**src/rtl/mdf_pkg.sv**
```systemverilog
package mdf_pkg;
    localparam int ADDR_W = 3;
    localparam int BYTE_W = 8;
    localparam int CODE_W = BYTE_W - ADDR_W;
    localparam logic [BYTE_W-1:0] SYNC_BYTE = 8'h55;

    typedef enum logic [1:0] {
        PS_HUNT = 2'd0,
        PS_CMD  = 2'd1,
        PS_BODY = 2'd2
    } parse_t;

    typedef struct packed {
        logic              valid;
        logic              is_cmd;
        logic [BYTE_W-1:0] data;
    } fwd_t;

    function automatic logic [ADDR_W-1:0] cmd_addr(input logic [BYTE_W-1:0] b);
        return b[ADDR_W-1:0];
    endfunction

    function automatic logic [CODE_W-1:0] cmd_code(input logic [BYTE_W-1:0] b);
        return b[BYTE_W-1:ADDR_W];
    endfunction
endpackage

```
**src/rtl/mdf_bcast_match.sv**
```systemverilog
module mdf_bcast_match
    import mdf_pkg::*;
#(
    parameter int                         NUM  = 4,
    parameter logic [NUM*CODE_W-1:0]      LIST = {5'd30, 5'd17, 5'd12, 5'd3}
) (
    input  logic [CODE_W-1:0] code,
    output logic              hit
);
    logic [NUM-1:0] hits;

    for (genvar i = 0; i < NUM; i++) begin : g_cmp
        assign hits[i] = (code == LIST[i*CODE_W +: CODE_W]);
    end

    assign hit = |hits;
endmodule

```
**src/rtl/mdf_frame_gate.sv**
```systemverilog
module mdf_frame_gate
    import mdf_pkg::*;
(
    input  logic              clk,
    input  logic              rst,
    input  logic              rx_valid,
    input  logic [BYTE_W-1:0] rx_byte,
    input  logic              rx_frame_end,
    input  logic [ADDR_W-1:0] own_addr,
    input  logic              bc_hit,
    output fwd_t              fwd
);
    parse_t state_q;
    logic   accept_q;
    logic   addr_hit;
    logic   take_cmd;

    assign addr_hit = (cmd_addr(rx_byte) == own_addr);
    assign take_cmd = addr_hit || bc_hit;

    always_ff @(posedge clk) begin
        if (rst) begin
            state_q  <= PS_HUNT;
            accept_q <= 1'b0;
            fwd      <= '0;
        end else begin
            fwd.valid  <= 1'b0;
            fwd.is_cmd <= 1'b0;
            if (rx_frame_end) begin
                state_q  <= PS_HUNT;
                accept_q <= 1'b0;
            end else if (rx_valid) begin
                unique case (state_q)
                    PS_HUNT: begin
                        if (rx_byte == SYNC_BYTE) state_q <= PS_CMD;
                    end
                    PS_CMD: begin
                        state_q  <= PS_BODY;
                        accept_q <= take_cmd;
                        if (take_cmd) begin
                            fwd.valid  <= 1'b1;
                            fwd.is_cmd <= 1'b1;
                            fwd.data   <= rx_byte;
                        end
                    end
                    PS_BODY: begin
                        if (accept_q) begin
                            fwd.valid <= 1'b1;
                            fwd.data  <= rx_byte;
                        end
                    end
                    default: state_q <= PS_HUNT;
                endcase
            end
        end
    end
endmodule

```
**src/rtl/mdf_pin_route.sv**
```systemverilog
module mdf_pin_route (
    input  logic wire_sel,
    input  logic pin_rxd,
    input  logic ow_in,
    input  logic tx_bit,
    input  logic tx_busy,
    output logic pin_txd,
    output logic ow_pull,
    output logic uart_rx
);
    logic ow_seen;

    assign ow_seen = (wire_sel && !tx_busy) ? ow_in : 1'b1;
    assign uart_rx = pin_rxd & ow_seen;
    assign pin_txd = tx_bit;
    assign ow_pull = wire_sel & ~tx_bit;
endmodule

```
**src/rtl/mdrop_addr_filter.sv**
```systemverilog
module mdrop_addr_filter
    import mdf_pkg::*;
#(
    parameter int                         BCAST_NUM  = 4,
    parameter logic [BCAST_NUM*CODE_W-1:0] BCAST_LIST = {5'd30, 5'd17, 5'd12, 5'd3}
) (
    input  logic              clk,
    input  logic              rst,
    input  logic [ADDR_W-1:0] cfg_addr,
    input  logic              cfg_wire_sel,
    input  logic              rx_valid,
    input  logic [BYTE_W-1:0] rx_byte,
    input  logic              rx_frame_end,
    output logic              fwd_valid,
    output logic              fwd_cmd,
    output logic [BYTE_W-1:0] fwd_data,
    input  logic              pin_rxd,
    output logic              pin_txd,
    input  logic              ow_in,
    output logic              ow_pull,
    output logic              eng_rx_bit,
    input  logic              eng_tx_bit,
    input  logic              eng_tx_busy
);
    logic bc_hit;
    fwd_t fwd;

    mdf_bcast_match #(.NUM(BCAST_NUM), .LIST(BCAST_LIST)) i_bcast (
        .code (cmd_code(rx_byte)),
        .hit  (bc_hit)
    );

    mdf_frame_gate i_gate (
        .clk          (clk),
        .rst          (rst),
        .rx_valid     (rx_valid),
        .rx_byte      (rx_byte),
        .rx_frame_end (rx_frame_end),
        .own_addr     (cfg_addr),
        .bc_hit       (bc_hit),
        .fwd          (fwd)
    );

    mdf_pin_route i_route (
        .wire_sel (cfg_wire_sel),
        .pin_rxd  (pin_rxd),
        .ow_in    (ow_in),
        .tx_bit   (eng_tx_bit),
        .tx_busy  (eng_tx_busy),
        .pin_txd  (pin_txd),
        .ow_pull  (ow_pull),
        .uart_rx  (eng_rx_bit)
    );

    assign fwd_valid = fwd.valid;
    assign fwd_cmd   = fwd.is_cmd;
    assign fwd_data  = fwd.data;
endmodule

```
**config.mk**
```make
export PLATFORM = sky130hd
export DESIGN_NAME = mdrop_addr_filter
export DESIGN_NICKNAME = d
export VERILOG_FILES = /design/src/rtl/mdf_pkg.sv /design/src/rtl/mdf_bcast_match.sv /design/src/rtl/mdf_frame_gate.sv /design/src/rtl/mdf_pin_route.sv /design/src/rtl/mdrop_addr_filter.sv
export SDC_FILE = /design/constraint.sdc
export NUM_CORES = 1
export LEC_CHECK = 0
export ABC_AREA = 1
export BUFFER_PORTS_ARGS = -buffer_cell sky130_fd_sc_hd__buf_2
export CORE_UTILIZATION = 30
export DETAILED_ROUTE_END_ITERATION = 12
export MAX_ROUTING_LAYER = met4
export REMOVE_ABC_BUFFERS = 1
export SYNTH_ARGS = -nofsm -noshare
export SYNTH_HDL_FRONTEND = slang
export SYNTH_SLANG_ARGS = --single-unit
```
**constraint.sdc**
```tcl
create_clock -name clk -period 4.1 [get_ports clk]
set_input_delay 1.23 -clock clk [delete_from_list [all_inputs] [get_ports clk]]
set_output_delay 1.23 -clock clk [all_outputs]
set_load 0.01 [all_outputs]
```
; After elaboration in Yosys (flattened, before gate mapping)
; Cells that the tools add are included.
[totals]
latch_bits = 0
mem_count = 0
ramBits = 0
mem_bits_ro = 0
inputBits = 20
ff_bits = 13
wordCells = 43
out_inout_bits = 13
[op_classes]
reduce_logical = 12
n_mul = 0
shift = 0
bitwise = 7
div_mod_pow = 0
addsub = 0
muxes = 8
n_eq_ne = 11
magnitude_cmp = 0
[op_table]
columns = cell, n
row1 = 8-bit case mux with 2 select lines, 1
row2 = "5-bit == test, second input constant", 2
row3 = 10-bit 2-to-1 mux, 1
row4 = "8-bit by 7-bit == test with 1-bit output, second input constant", 1
row5 = 8-bit 2-to-1 mux, 1
row6 = 4-bit OR reduction, 2
row7 = "2-bit by 1-bit inequality test with 1-bit output, second input constant", 3
row8 = 2-bit case mux with 3 select lines, 1
row9 = "5-bit by 2-bit == test with 1-bit output, second input constant", 1
row10 = "5-bit by 4-bit == test with 1-bit output, second input constant", 1
row11 = 1-bit inverter, 5
row12 = 5-bit AND reduction, 1
row13 = 3-bit == test, 1
row14 = 3-bit AND reduction, 1
row15 = 3-bit OR reduction, 1
row16 = 1-bit AND, 2
row17 = "2-bit by 1-bit == test with 1-bit output, second input constant", 1
row18 = "2-bit == test, second input constant", 1
row19 = 2-bit zero test, 1
row20 = 1-bit 2-to-1 mux, 2
row21 = 2-bit 2-to-1 mux, 1
row22 = 1-bit case mux with 2 select lines, 1
row23 = 2-bit AND reduction, 1
row24 = 2-bit nonzero test, 1
row25 = other kinds (4), 4

; Depth between registers and ports, before layout
; Gate-level depths: netlist of the first run.
[depth]
ltp_word = 5
depth_mapped = 11
ltp_nobuf = 11

; By module
; Synthesis of the first run repeated with hierarchy kept, for this count alone.
[unflattened]
hier_cells = 143
area_unflattened_um2 = 857.1
[by_module_without_submodules]
columns = module, seq_area_each_um2, n_inst, area_each_um2, cells_per_inst
row1 = mdf_frame_gate, 260.2, 1, 772.0, 122
row2 = mdf_bcast_match, 0.0, 1, 50.0, 13
row3 = mdf_pin_route, 0.0, 1, 35.0, 8

; Worst setup path after synthesis of the first run
; Ideal clock, no wire load.
[synth_path]
path_type = in2out
start = in eng_tx_busy
end = out eng_rx_bit
t_arrival_ns = 1.536
path_stages = 2
n_path_buf = 0
required_ns = 2.870
path_slack_ns = 1.334
path_cell_list = o31ai_1 -> inv_1
[synth_via]
elab_chain_cells = 4
[synth_lines]
columns = element, line
row1 = "start, declared", mdrop_addr_filter.sv:23  ; input logic eng_tx_busy
row2 = 1-bit zero test, mdf_pin_route.sv:13  ; assign ow_seen = (wire_sel && !tx_busy) ? ow_in : 1'b1;
row3 = 1-bit logical AND, mdf_pin_route.sv:13
row4 = 1-bit 2-to-1 mux, mdf_pin_route.sv:13
row5 = 1-bit AND, mdf_pin_route.sv:14  ; assign uart_rx = pin_rxd & ow_seen;
row6 = "end, declared", mdrop_addr_filter.sv:21  ; output logic eng_rx_bit,
; Every way passes these cells.

; Worst setup path in the final report of the first run
; Ends and elaborated chain as after synthesis.

==> key figures, run 1 <==
Clocking
  – CTS clock-pin slew for the worst setup and hold paths: 0.07 ns
  – CTS HTree Levels: 1
  – # Post-CTS Setup Buffers: 0
  – Root Driver: clkbuf_4
  – Clk Latency, worst-skew pair: 0.27 ns
  – Clk sinks: 13
  – Clk buf depth: 2
  – CTS tree: built
  – CTS resizes: 0
  – Cts bufs inserted: 3
  – Cts hold-fix bufs: 0

Critical path
  – Crit-path max FO: 1
  – Critical Path RT: 2.87 ns
  – Critical path launch point type: input pin
  – Crit Path Class: input pin to output port
  – Critical Path Sink Type: output port
  – WP data arrival: 1.75 ns

Final layout
  – Filler instances: 308
  – Final nets: 213
  – N_diodes: 0
  – Share of cells above drive strength 1: 22.34%
  – Flip-flop and latch area: 260.3 µm²
  – Area grow syn2layout: 22.45%
  – Area occupied by multi-input gates: 505.5 µm²

Timing
  – Slew of the pin with the lowest slew margin: 0.2574 ns
  – Clock Skew: 0.006211 ns
  – Final Max Tran Viols: 0
  – RSZ-0062 raised after global routing: no
  – Slew headroom: 82.78%
  – Setup TNS: 0 ns
  – Final Critical Period: 2.984 ns
  – Final setup fails: 0
  – Final Hold Fails: 0
  – Hold WS: 0.4832 ns
  – F_max: 335.2 MHz
  – Period utilisation layout: 72.77%

Synthesis
  – Post-Syn Area: 919.6 µm²
  – FF+latch count, synth: 13
  – Number of synthesized flops with an enable pin: 0
  – Main synth FF type: dfxtp_1
  – Syn Inst Count: 154
  – Async SR Flop Fraction: 0%
  – Sequential area share after synthesis: 28.30%
  – Ys Warns: 0
  – Synth unique cells: 19
  – Synthesized area per cell: 5.972 µm²

Detailed routing
  – TritonRoute pass-1 iters: 8
  – Wire per inst: 8.356 µm
  – First DRT Iteration DRCs: 28
  – Routed wire length: 1830 µm
  – Routed vias/inst: 4.333
  – DRC: 4
  – Post-route ant nets: 0
  – DR vias: 949

Die
  – Die width: 57.37 µm
  – I/O Pins: 33
  – Row count: 19
  – Initial core utilization: 32.51%
  – Die height: 57.37 µm
  – Core area: 2829 µm²
  – Die ar.: 3291 µm²

Global route
  – First-pass GRT wire length: 3160 µm
  – Grt met3 use: 4.762%
  – Vias in the first global route: 827
  – Met2 global-route usage: 22.76%
  – Initial antenna violation count: 0
  – Largest net degree at the start of global routing: 14
  – GRT Total Usage: 12.77%
  – Met1 GRT Util: 13.18%
  – Gr ovfl total: 0
  – Gr busiest metal: met2

Run status
  – Failing checks: design-rule violations
  – Status: finished with violations

Pwr
  – Leakage: 0.6982 nW
  – Pwr Density: 218.1 nW/µm²
  – Maximum VDD drop: 0.2050 mV

Place
  – HPWL after DPL: 1532 µm
  – PortBufs: 32
  – Placer Congestion: 0.7648

Job
  – Max-Cap Viols: 0

Hold path
  – Min-delay worst type: flip-flop to flip-flop
==> layer usage <==
metal  part of all wire, %  wire (µm)  vias to the layer above
met4                  0.44          8                        0
met1                    45        823                      405
met3                   5.7        105                        2
li1                      -          -                      523
met5                     0          0                        -
met2                    49        892                       19
==> critical path, stage by stage <==
cell and delay, ns:
buf_2 0.10, o31ai_1 0.23, inv_1 0.06, buf_2 0.14
==> layout by cell type (no fill, tap or decap) <==
cell,count
o21bai_1,1
inv_2,1
nor3_4,1
nand3_2,2
clkbuf_1,1
a21oi_1,3
o31ai_1,1
ha_1,4
nor4_1,1
clkbuf_4,3
xnor2_1,1
inv_1,35
nand2_1,48
nor2_2,2
dfxtp_1,13
nor2_1,21
o21ai_0,4
buf_2,32
nand3_1,13
nand3_4,1
==> cell families (layout without fill, tap and decap cells) <==
family,after synthesis,in the layout,share of synthesized area [%]
xor+xnor,1,1,0.9526
simple gates,89,89,43.13
buf+inv,38,72,16.73
flops,13,13,28.30
compound gates,9,9,5.442
fa+ha+maj,4,4,5.442
==> final timing paths <==
path | slack [ns] | endpoint | cells past startpoint | startpoint
min | 0.48 | i_gate.fwd[9]$_SDFF_PP0_ | 2 | i_gate.accept_q$_SDFFE_PP0P_
min reg2reg | 0.48 | i_gate.fwd[9]$_SDFF_PP0_ | 2 | i_gate.accept_q$_SDFFE_PP0P_
max reg2reg | 2.53 | i_gate.fwd[2]$_SDFFE_PP0P_ | 9 | i_gate.state_q[0]$_SDFFE_PP0P_
max | 1.12 | eng_rx_bit | 4 | eng_tx_busy
==> Yosys cell counts, types with 2 or more instances <==
| cell | n | area [µm²] |
|---|---|---|
| a21oi_1 | 3 | 15.01 |
| dfxtp_1 | 13 | 260.3 |
| ha_1 | 4 | 50.05 |
| inv_1 | 35 | 131.4 |
| nand2_1 | 48 | 180.2 |
| nand3_1 | 13 | 65.06 |
| nand3_2 | 2 | 20.02 |
| nor2_1 | 21 | 78.83 |
| nor2_2 | 2 | 12.51 |
| o21ai_0 | 4 | 20.02 |
==> final cells by class <==
class / instances / area share [%]
Multi-Input combinational cell: 103 / 44.89
Sequential cell: 13 / 23.11
Timing Repair Buffer: 32 / 14.22
Inverter: 36 / 12.00
Tap cell: 31 / 3.444
Clock buffer: 4 / 2.333
==> state kept, by name, indices dropped and copies added (netlist names) <==
| signal | cells |
|---|---|
| i_gate.fwd | 10 |
| i_gate.state_q | 2 |
| i_gate.accept_q | 1 |
==> power breakdown <==
group          internal (W)  total [W]  switching [W]
Combinational     0.0000165  0.0000423      0.0000258
Clock             0.0000377  0.0000770      0.0000394
Sequential         0.000126   0.000126   0.0000000500
Total              0.000180   0.000246      0.0000652
==> metrics by stage <==
stage          std cells  area, µm²  utilization [%]  power (W)  setup slack, ns
2_1_floorplan        152      900.9                -  0.0001519            1.334
3_3_place_gp         215       1100            38.88  0.0001719            1.137
3_5_place_dp         215       1100            38.88  0.0001720            1.106
4_1_cts              219       1126            39.81  0.0002506            1.106
5_1_grt              219       1126            39.81  0.0002627            1.095
6_report             219       1126            39.81  0.0002456            1.116
(Power assumes the default switching activity.)
==> run 2, diff against run 1 <==
- ABC_AREA: 1 -> 0
- clock period: 4.1 -> 2.65 ns (I/O delays scaled with it)
==> run 2 against run 1 <==
Effect of this change:
- the run now ends clean
- clock-buffer cell count stayed put
- cell count is 41% lower
- die area is 24% lower
- clock power is 56% higher
- routed wire length is 20% lower
- synthesized cell count is 56% lower
- critical path type unchanged
==> key figures, run 2 <==
Synthesis
  – Syn Inst Count: 67
  – Synth top area share: 37.48%
  – Synthesized area per cell: 10.36 µm²
  – Sequential area share after synthesis: 37.48%
  – Top cells by area, synth: dfxtp_1, a22o_1, ha_1
  – Ys Warns: 0
  – Number of synthesized flops with an enable pin: 0
  – Count leader, synth: dfxtp_1
  – Post-synth top area cell: dfxtp_1
  – Commonest cells in the netlist: dfxtp_1, a22o_1, ha_1, xnor2_1
  – Synth unique cells: 31
  – Async SR Flop Fraction: 0%
  – Post-Syn Area: 694.4 µm²
  – FF+latch count, synth: 13
  – Main synth FF type: dfxtp_1

Detailed routing
  – Post-route ant nets: 0
  – Wire per inst: 11.31 µm
  – DR vias: 625
  – Routed wire length: 1470 µm
  – First DRT Iteration DRCs: 6
  – DRC: 0
  – TritonRoute pass-1 iters: 3
  – Routed vias/inst: 4.808

Final layout
  – Area grow syn2layout: 30.81%
  – Most flops, register: i_gate.fwd
  – Post-Route Utilization: 41.46%
  – Final nets: 127
  – Share of cells above drive strength 1: 40.20%
  – Flip-flop and latch area: 260.3 µm²
  – Largest register FFs: 10
  – Non-Filler Instances: 130
  – Filler instances: 225
  – Area occupied by multi-input gates: 415.4 µm²
  – Commonest non-fill, non-tap cell in the layout: buf_2
  – Design Area, Final: 908.4 µm²
  – Top flop regs: i_gate.fwd: 10 flops, i_gate.state_q: 2 flops, i_gate.accept_q: 1 flops
  – Most frequent cells in the layout: buf_2, dfxtp_1, a22o_1
  – N_diodes: 0

Global route
  – GRT Total Usage: 13.43%
  – Initial antenna violation count: 0
  – First-pass GRT wire length: 2470 µm
  – Vias in the first global route: 591
  – Gr ovfl total: 0
  – Largest net degree at the start of global routing: 9

Timing
  – Slew headroom: 70.63%
  – Setup TNS: 0 ns
  – Final Critical Period: 1.984 ns
  – Final setup fails: 0
  – Final Hold Fails: 0
  – Period utilisation layout: 74.88%
  – F_max: 503.9 MHz
  – Hold WS: 0.4801 ns
  – RSZ-0062 raised after global routing: no
  – Clock Skew: 0.002818 ns
  – Final Max Tran Viols: 0
  – Slew of the pin with the lowest slew margin: 0.4349 ns

Die
  – Die width: 50.11 µm
  – Initial core utilization: 31.70%
  – Die height: 50.11 µm
  – Die ar.: 2511 µm²
  – I/O Pins: 33
  – Core area: 2191 µm²
  – Row count: 17

Pwr
  – Maximum VDD drop: 0.1807 mV
  – Pwr Density: 399.2 nW/µm²
  – Leakage: 0.4328 nW

Job
  – Max-Cap Viols: 0

Place
  – Number of instances in the placed design: 126
  – Placer Congestion: 0.7992
  – HPWL after DPL: 1206 µm
  – PortBufs: 32
  – Area of placed instances: 882.1 µm²

Clocking
  – Root Driver: clkbuf_4
  – CTS HTree Levels: 1
  – Clk Latency, worst-skew pair: 0.27 ns
  – CTS resizes: 0
  – Clk buf depth: 2
  – Cts hold-fix bufs: 0
  – # Post-CTS Setup Buffers: 0
  – CTS clock-pin slew for the worst setup and hold paths: 0.07 ns
  – CTS tree: built
  – Clk sinks: 13
  – Cts bufs inserted: 3

Critical path
  – WP data arrival: 1.19 ns
  – R2R cell count: 6
  – Critical path launch point type: input pin
  – Crit-path max FO: 1
  – Critical Path Sink Type: output port
  – Critical Path RT: 1.86 ns
  – Crit Path Class: input pin to output port

Hold path
  – Min-delay worst type: flip-flop to flip-flop
  – Hold Path Stages: 1

Run status
  – Status: complete, no violations
run 2: worst max-delay path: stages:
cell and delay (ns):
buf_2 0.08, nor2_1 0.03, a21boi_0 0.14, buf_2 0.15
run 2: routing by layer:
layer	track usage, %	wire, µm
met3	4.012	88
met1	15.84	680
met4	5.714	13
met5	-	0
met2	20.89	688
run 2: where the power goes:
| part | total (W) | switching [W] | internal (W) | leakage (nW) |
|---|---|---|---|---|
| clock network | 0.000120 | 0.0000615 | 0.0000583 | 0.0150 |
| logic | 0.0000477 | 0.0000246 | 0.0000231 | 0.313 |
| registers | 0.000195 | 0.0000000200 | 0.000195 | 0.105 |
run 2: final cells by class:
type / count / area share, %
multi-input cells: 50 / 45.73
flip-flops and latches: 13 / 28.65
repair buffers: 32 / 17.63
inverters: 3 / 1.240
well taps: 28 / 3.857
clock buffers: 4 / 2.893
run 2: worst paths after layout:
| check | start | endpoint | slack [ns] |
|---|---|---|---|
| setup / recovery | eng_tx_busy | eng_rx_bit | 0.67 |
| hold / removal | i_gate.fwd[3]$_SDFFE_PP0P_ | i_gate.fwd[3]$_SDFFE_PP0P_ | 0.48 |
| setup reg to reg | i_gate.state_q[0]$_SDFFE_PP0P_ | i_gate.fwd[2]$_SDFFE_PP0P_ | 0.89 |
| hold reg to reg | i_gate.fwd[3]$_SDFFE_PP0P_ | i_gate.fwd[3]$_SDFFE_PP0P_ | 0.48 |
run 2: logic make-up (layout without fill, tap and decap cells):
kind of cell             count (synthesis)  after routing  share of synthesized area (%)
flip-flops                              13             13                          37.48
AO/OA/AOI/OAI                           20             20                          25.59
adder cells (fa/ha/maj)                  4              4                          7.207
multiplexers                             2              2                          3.603
buffers and inverters                    4             39                          2.703
XOR/XNOR                                 4              4                          5.045
AND/OR/NAND/NOR                         20             20                          18.38
run 2: metrics by stage:
stage / setup slack, ns / total power, W
2_1_floorplan: 0.7379 / 0.0002207
3_3_place_gp: 0.6348 / 0.0002464
3_5_place_dp: 0.6087 / 0.0002475
4_1_cts: 0.6566 / 0.0003691
5_1_grt: 0.5901 / 0.0003829
6_report: 0.6656 / 0.0003626
